===== src/rtl/traffic_ring_pkg.sv =====
package traffic_ring_pkg;
   localparam int unsigned LAMP_COUNT = 3;

   // Bit positions inside the lamp vector
   localparam int unsigned RED_BIT    = 2;
   localparam int unsigned YELLOW_BIT = 1;
   localparam int unsigned GREEN_BIT  = 0;

   typedef logic [LAMP_COUNT-1:0] lamp_vec_t;

   localparam lamp_vec_t LAMP_RED = lamp_vec_t'(1) << RED_BIT;

   // True when exactly one lamp bit is set
   function automatic logic is_one_hot(input lamp_vec_t v);
      int unsigned ones;
      ones = 0;
      for (int i = 0; i < LAMP_COUNT; i++) begin
         ones += int'(v[i]);
      end
      return (ones == 1);
   endfunction
endpackage


===== src/rtl/tr_tick_gen.sv =====
module tr_tick_gen #(
   parameter int unsigned TICK_CYCLES = 50_000_000
) (
   input  logic clk_i,
   input  logic rst_i,
   input  logic clr_i,
   output logic tick_o
);
   localparam int unsigned CW       = (TICK_CYCLES > 1) ? $clog2(TICK_CYCLES) : 1;
   localparam logic [CW-1:0] LAST   = CW'(TICK_CYCLES - 1);
   localparam bit            POW_2  = ((TICK_CYCLES & (TICK_CYCLES - 1)) == 0);

   logic [CW-1:0] cnt_q;

   if (TICK_CYCLES < 2) begin : g_bad_cfg
      $error("tr_tick_gen: TICK_CYCLES must be at least 2");
   end

   assign tick_o = (cnt_q == LAST);

   if (POW_2) begin : g_wrap
      // Count width matches the period, so natural overflow is the wrap
      always_ff @(posedge clk_i) begin
         if (rst_i || clr_i) cnt_q <= '0;
         else                cnt_q <= cnt_q + 1'b1;
      end
   end else begin : g_cmp
      always_ff @(posedge clk_i) begin
         if (rst_i || clr_i || tick_o) cnt_q <= '0;
         else                          cnt_q <= cnt_q + 1'b1;
      end
   end
endmodule


===== src/rtl/tr_ring_next.sv =====
module tr_ring_next
   import traffic_ring_pkg::*;
(
   input  lamp_vec_t cur_i,
   output lamp_vec_t nxt_o
);
   // Each bit takes the value of its lower neighbour, wrapping around:
   // red <- yellow, yellow <- green, green <- red
   for (genvar i = 0; i < LAMP_COUNT; i++) begin : g_bit
      assign nxt_o[i] = cur_i[(i + LAMP_COUNT - 1) % LAMP_COUNT];
   end
endmodule


===== src/rtl/traffic_ring.sv =====
module traffic_ring
   import traffic_ring_pkg::*;
#(
   parameter int unsigned TICK_CYCLES = 50_000_000
) (
   input  logic       clk_i,
   input  logic       rst_i,
   output logic [2:0] lamp_o,
   output logic       illegal_o
);
   lamp_vec_t lamp_q;
   lamp_vec_t lamp_nxt;
   logic      bad_code;
   logic      tick;
   logic      flag_q;

   assign bad_code = !is_one_hot(lamp_q);

   tr_tick_gen #(.TICK_CYCLES(TICK_CYCLES)) tick_i (
      .clk_i (clk_i),
      .rst_i (rst_i),
      .clr_i (bad_code),
      .tick_o(tick)
   );

   tr_ring_next next_i (
      .cur_i(lamp_q),
      .nxt_o(lamp_nxt)
   );

   always_ff @(posedge clk_i) begin
      if (rst_i) begin
         lamp_q <= LAMP_RED;
         flag_q <= 1'b0;
      end else begin
         flag_q <= bad_code;
         if (bad_code)  lamp_q <= LAMP_RED;
         else if (tick) lamp_q <= lamp_nxt;
      end
   end

   assign lamp_o    = lamp_q;
   assign illegal_o = flag_q;
endmodule


===== config.mk =====
export PLATFORM = sky130hd
export DESIGN_NAME = traffic_ring
export DESIGN_NICKNAME = d
export VERILOG_FILES = /design/src/rtl/traffic_ring_pkg.sv /design/src/rtl/tr_tick_gen.sv /design/src/rtl/tr_ring_next.sv /design/src/rtl/traffic_ring.sv
export SDC_FILE = /design/constraint.sdc
export NUM_CORES = 1
export LEC_CHECK = 0
export BUFFER_PORTS_ARGS = -buffer_cell sky130_fd_sc_hd__buf_4
export CORE_MARGIN = 4
export CORE_UTILIZATION = 51
export DETAILED_ROUTE_END_ITERATION = 10
export GPL_ROUTABILITY_DRIVEN = 1
export HOLD_SLACK_MARGIN = 0.05
export PLACE_DENSITY = 0.65
export SYNTH_ARGS = -nofsm -noshare
export SYNTH_HDL_FRONTEND = slang
export SYNTH_SLANG_ARGS = --single-unit

===== constraint.sdc =====
create_clock -name clk_i -period 2.95 [get_ports clk_i]
set_input_delay 0.1475 -clock clk_i [delete_from_list [all_inputs] [get_ports clk_i]]
set_output_delay 0.1475 -clock clk_i [all_outputs]
set_load 0.02 [all_outputs]

==> results_dict.tcl, run 1 <==
set metrics [dict create \
    status "completed" \
    power_switching_mw 0.153 \
    synthCells 160 \
    finalWeightedCongestion 0.790 \
    fin_crit_ns 2.23 \
    power.density_nw_per_um2 446 \
    setup_violations 0 \
    clock_latency_ns 0.32 \
    cp.required_ns 3.21 \
    finalPower_mw 0.685 \
    row_count 18 \
    endpoint_kind "flop" \
    syn-num-nets 164 \
    n_antenna_cell 0 \
    synth-simple-area-share 0.304 \
    tritoncts "built" \
    yosys-top-cells-area "dfxtp_1 (43%), xnor2_1 (5.6%), a21oi_1 (4.6%)" \
    clock_power_share 0.370 \
    cts_sinks 30 \
    rsz0062_at_grt "false" \
    multi_input_comb_area_sq_um 739 \
    ir_drop_mv 0.310 \
    grt_start_max_net_pins 21 \
    synthAdderAreaFrac 0.0232 \
    yosys_warnings 0 \
    finalSetupTns_ns 0 \
    synth.top_cell.area_share 0.429 \
    cts_root_buf "clkbuf_4" \
    yosysSeqAreaShare 0.429 \
    async_flop_share 0 \
    cts-htree-levels 2 \
    route.detailed.drc 0 \
    overflow 0 \
    synth.area.mux_share 0 \
    fin_crit_sh 0.755 \
    synth-edff-count 0 \
    area_growth_pct 9.65 \
    slew_headroom 0.678 \
    timing.max_cap.violations 0 \
    start_kind "flop" \
    netSwitchingFraction 0.224 \
    critPathKind "flop to flop" \
    synth_flop_cell "dfxtp_1" \
    combPwrFrac 0.028 \
    hp-class "flop to flop" \
    chipHeight_microns 60.4 \
    avgSynthCellArea_sq_um 8.75 \
    dieArea_sq_um 3650 \
    fmax_ghz 0.449 \
    drt_wl_total_mm 2.82 \
    critPathArrivalTime_ns 2.49 \
    grt_pass1_vias 1088 \
    drive_gt1_frac 0.124 \
    worst_pin_slew_ns 0.478 \
    synth_top_family_by_area "simple AND/OR/NAND/NOR gates" \
    synth_top_cell_by_area "dfxtp_1" \
    num_io_pins 6 \
    hold_viol_final 0 \
    antenna_left 0 \
    fp.coreArea_sq_um 2540 \
    cts_buffers 5 \
    vias_per_cell 5.92 \
    place_hpwl_mm 1.97 \
    synth-xor-area-share 0.0813 \
    p_leak_nw 0.471 \
    p_int_mw 0.532 \
    synth-compound-area-share 0.120 \
    start_util 0.550 \
    portBuffers 5 \
    p_seq_frac 0.602 \
    nets 173 \
    route.vias.total 1183 \
    cts.reportedPaths.clkPinSlew_ns 0.10 \
    post_drt_wl_per_cell_microns 14.1 \
    n_fill_cell 231 \
    antenna_found_initial 0 \
    skew_ns 0.00848 \
    final-seq-area_sq_um 601 \
    ys_types 30 \
    first_iter_violations 53 \
    syn_area_sq_um 1400 \
    dr.pass1.iters 4 \
    drv_slew 0 \
    path_max_fanout 13 \
    ys_seq_elements 30 \
    track_usage 0.177 \
    post_cts_resized 0 \
    postCtsSetupBuffers 0 \
    fp.dieW_microns 60.4 \
    grt_first_pass_wirelength_mm 4.69 \
    clk_path_buf_depth 2 \
]
state kept, by name, summed over array words and instances (netlist names):
signal / cells
illegal_o: 1
tick_i.cnt_q: 26
lamp_o: 3
worst paths after layout:
check	depth (start not counted)	endpoint	from	slack, ns
setup reg to reg	5	tick_i.cnt_q[22]	tick_i.cnt_q[1]	0.72
setup / recovery	5	tick_i.cnt_q[22]	tick_i.cnt_q[1]	0.72
hold / removal	1	tick_i.cnt_q[0]	tick_i.cnt_q[0]	0.50
hold reg to reg	1	tick_i.cnt_q[0]	tick_i.cnt_q[0]	0.50
critical path: stages, from the launching register on:
cell and delay, ns:
dfxtp_1 0.41, ha_1 0.23, nand3_1 0.20, or4_4 0.65, or4_1 0.52, a21oi_1 0.15
repair_timing:
item	in CTS	in global routing
hold buffers	1	0
hold endpoints to repair	1	0
setup endpoints to repair	0	0
metal layers:
layer	routed length, microns	track usage	part of all wire
met3	130	0.0702	0.046
met2	1300	0.284	0.46
met1	1340	0.208	0.47
met5	0	0	0
met4	52	0.0823	0.018
power groups by stage:
stage               clock network [mW]  logic [mW]  registers [mW]
detailed placement                   0      0.0179           0.422
CTS                              0.260      0.0190           0.412
global route                     0.286      0.0209           0.413
floorplan                            0      0.0116           0.421
global placement                     0      0.0171           0.421
finish                           0.254      0.0189           0.413
layout make-up:
type	count	area share
clock inverter	1	0.00326
inverter	8	0.0196
tap	30	0.0244
sequential	30	0.391
clock buffer	7	0.0359
multi-input combinational	117	0.482
timing repair buffer	7	0.0440
stage by stage:
step	hold WS [ns]	instances	utilization	cell area [sq um]	setup WS [ns]
4_1_cts	0.504	200	0.603	1540	0.740
3_5_place_dp	0.327	191	0.576	1470	0.770
6_report	0.499	200	0.603	1540	0.724
3_3_place_gp	0.318	191	0.576	1470	0.824
5_1_grt	0.512	200	0.603	1540	0.595
2_1_floorplan	0.217	160	-	1400	0.899
synthesized netlist by cell type, types with 2 or more instances:
cell     instances
or4_1            7
buf_2            3
nor4_1           3
xnor2_1          9
inv_1            8
nor3_1           3
nand3_1         10
dfxtp_1         30
nor4b_1          2
or3_1            5
nand2_1          7
or2_2            2
nand4_1          8
or4_4            2
nor3b_1          2
o21ai_0          8
and3_1           2
nor2_1          17
o31ai_1          6
a21oi_1         13
xor2_1           4
cells by family after synthesis:
logic type / count (synthesis)
fa+ha+maj: 2
simple gates: 73
flops: 30
xor+xnor: 13
buf+inv: 13
compound gates: 29
cell usage in the layout (no fill, tap or decap), drive strengths merged, types with 8 or more instances in the layout:
cell	instances
a21oi	14
dfxtp	30
inv	8
nand3	11
nand4	9
nor2	17
o21ai	9
or4	9
xnor2	9
Note: power is estimated with default switching activity, not from simulation.
==> run 2, diff against run 1 <==
--- a/config.mk
+++ b/config.mk
@@ -5,6 +5,7 @@
 export SDC_FILE = /design/constraint.sdc
 export NUM_CORES = 1
 export LEC_CHECK = 0
+export ABC_AREA = 1
 export BUFFER_PORTS_ARGS = -buffer_cell sky130_fd_sc_hd__buf_4
 export CORE_MARGIN = 4
 export CORE_UTILIZATION = 51
==> constraint.sdc (replaced) <==
create_clock -name clk_i -period 2.1 [get_ports clk_i]
set_input_delay 0.105 -clock clk_i [delete_from_list [all_inputs] [get_ports clk_i]]
set_output_delay 0.105 -clock clk_i [all_outputs]
set_load 0.02 [all_outputs]
==> run 2 against run 1 <==
Clock-buffer cell count stayed put. Non-clock buffer count is 1 lower. First-iteration DRC count is 36% higher. Combinational power is 27% higher. Critical path type unchanged. Sequential share of layout area is 4.8 points lower. Setup slack worse by 0.43 ns. Critical path depth is 2 higher. Register-to-register slack worse by 0.43 ns. Cell area is 14% higher. Maximum frequency is 23% higher. Area after synthesis is 15% higher. Via count is 23% higher.
==> results_dict.tcl, run 2 <==
set metrics [dict create \
    grt_first_pass_wirelength_mm 5.91 \
    cp_cell_sequence "inv_1 -> fa_1 -> inv_1 -> nand2_1 -> nor2_1 -> nand2_4 -> a21oi_1" \
    clock_latency_ns 0.33 \
    reg2reg_depth 7 \
    cts_sinks 30 \
    first_iter_violations 72 \
    path_max_fanout 26 \
    crit_path_end "tick_i.cnt_q[3]" \
    hp-class "flop to flop" \
    synth.area.mux_share 0 \
    chipHeight_microns 64.2 \
    synthAdderAreaFrac 0.0202 \
    post_drt_wl_per_cell_microns 10.7 \
    nets 262 \
    cts_buffers 5 \
    ys_types 20 \
    yosys-top-cells-area "dfxtp_1 (37%), nand2_1 (17%), nor2_1 (14%)" \
    registers.top_by_ff_count "tick_i.cnt_q" \
    crit_family "simple AND/OR/NAND/NOR gates" \
    start_kind "flop" \
    area_growth_pct 8.70 \
    n_antenna_cell 0 \
    design_area_sq_um 1750 \
    drv_slew 0 \
    antenna_found_initial 0 \
    cts.reportedPaths.clkPinSlew_ns 0.09 \
    post_cts_resized 0 \
    place_area_sq_um 1680 \
    avgSynthCellArea_sq_um 6.52 \
    synth-xor-area-share 0.0543 \
    tritoncts "built" \
    row_count 20 \
    timing.max_cap.violations 0 \
    dieArea_sq_um 4120 \
    cp.required_ns 2.37 \
    ys_seq_elements 30 \
    fp.dieW_microns 64.2 \
    drt_wl_total_mm 3.24 \
    path_common_cell "inv_1" \
    synth-compound-area-share 0.0497 \
    hold_ws_ns 0.469 \
    num_io_pins 6 \
    synth-simple-area-share 0.438 \
    crit_cells 7 \
    endpoint_kind "flop" \
    critPathArrivalTime_ns 2.07 \
    n_fill_cell 310 \
    rsz0062_at_grt "false" \
    status "completed" \
    synth_most_common_cell "nand2_1" \
    setup_violations 0 \
    route.detailed.drc 0 \
    whs_path_depth 1 \
    track_usage 0.186 \
    synth_top_family_by_area "simple AND/OR/NAND/NOR gates" \
    fin_crit_ns 1.80 \
    skew_ns 0.00452 \
    drive_gt1_frac 0.0811 \
    cts-htree-levels 2 \
    r2r-start "lamp_o[0]" \
    async_flop_share 0 \
    cts_root_buf "clkbuf_4" \
    yosysSeqAreaShare 0.373 \
    syn_area_sq_um 1610 \
    crit_start "lamp_o[0]" \
    post-route-worst-setup-slack_ns 0.296 \
    start_util 0.532 \
    fp.coreArea_sq_um 3030 \
    r2r_end "tick_i.cnt_q[3]" \
    place_hpwl_mm 2.52 \
    cpMaxStageDelayCell "fa_1" \
    finalWeightedCongestion 0.853 \
    synth-edff-count 0 \
    worst_pin_slew_ns 0.364 \
    overflow 0 \
    largest_register_ffs 26 \
    vias_per_cell 4.79 \
    mostFrequentLayoutCell "nand2_1" \
    hold_start "tick_i.cnt_q[0]" \
    dr.pass1.iters 4 \
    finalPower_mw 0.961 \
    grt_start_max_net_pins 27 \
    route.vias.total 1450 \
    synth_flop_cell "dfxtp_1" \
    clk_path_buf_depth 2 \
    dpl_worst_slack_ns 0.312 \
    portBuffers 5 \
    cpPeakStageDelay_ns 0.47 \
    fmax_ghz 0.554 \
    ir_drop_mv 0.376 \
    antenna_left 0 \
    yosys_warnings 0 \
    cp_num_buf_inv 2 \
    fin_crit_sh 0.859 \
    slew_headroom 0.756 \
    synthCells 247 \
    grt_pass1_vias 1335 \
    layout_common_cells "nand2_1 (71), nor2_1 (60), dfxtp_1 (30), inv_1 (22), nand3_1 (16)" \
    synthTopCellsByCount "nand2_1 (71), nor2_1 (60), dfxtp_1 (30)" \
    critPathKind "flop to flop" \
    synth_top_cell_by_area "dfxtp_1" \
    p_leak_nw 0.544 \
    rrSetupSlack_ns 0.30 \
    syn-num-nets 251 \
    power.density_nw_per_um2 549 \
    finalSetupTns_ns 0 \
    synth.top_cell.area_share 0.373 \
    hold_viol_final 0 \
]
-- run 2: changes by cell type after synthesis, moves of 5 or more --
cell	before	now
nor2_1	17	60
nand2_1	7	71
o21ai_0	8	0
or3_1	5	0
or4_1	7	0
nand3_1	10	16
o31ai_1	6	0
nand4_1	8	2
inv_1	8	22
-- run 2: cell families after synthesis --
kind of cell / Yosys count
AO/OA/AOI/OAI: 15
XOR/XNOR: 10
adder cells (fa/ha/maj): 2
buffers and inverters: 24
flip-flops: 30
AND/OR/NAND/NOR: 166
-- run 2: timing repair --
| action | CTS | global route |
|---|---|---|
| hold buffers | 1 | 0 |
| endpoints found under the setup margin | 0 | 0 |
| endpoints found under the hold margin | 2 | 0 |
| setup buffers | 0 | 0 |
-- run 2: final cells by class --
class	count	area, sq um	area share
clock buffers	7	55.1	0.0314
clock inverters	1	5.00	0.00286
inverters	22	82.6	0.0471
multi-input cells	193	906	0.517
flip-flops and latches	30	601	0.343
well taps	44	55.1	0.0314
repair buffers	6	47.5	0.0271
-- run 2: power breakdown --
group          switching [mW]  internal, mW
registers             0.00474         0.573
clock network           0.197         0.162
logic                  0.0152       0.00878
-- run 2: per-stage QoR --
stage,cells,util
floorplan,247,-
global placement,294,0.555
detailed placement,294,0.555
CTS,303,0.579
global route,303,0.579
finish,303,0.579
-- run 2: per-layer routing --
layer / up-vias / share of wire / global-route usage
met5: - / 0 / 0
met4: 0 / 0.016 / 0.0792
met3: 7 / 0.039 / 0.0580
met2: 17 / 0.45 / 0.280
met1: 637 / 0.49 / 0.245
li1: 789 / - / -
-- run 2: how the worst min path moves through the flow --
| stage | end | slack (ns) |
|---|---|---|
| 2_1_floorplan | illegal_o | 0.17 |
| 3_3_place_gp | illegal_o | 0.28 |
| 6_report | tick_i.cnt_q[0] | 0.47 |
| 3_5_place_dp | illegal_o | 0.28 |
| 5_1_grt | illegal_o | 0.49 |
| 4_1_cts | illegal_o | 0.45 |
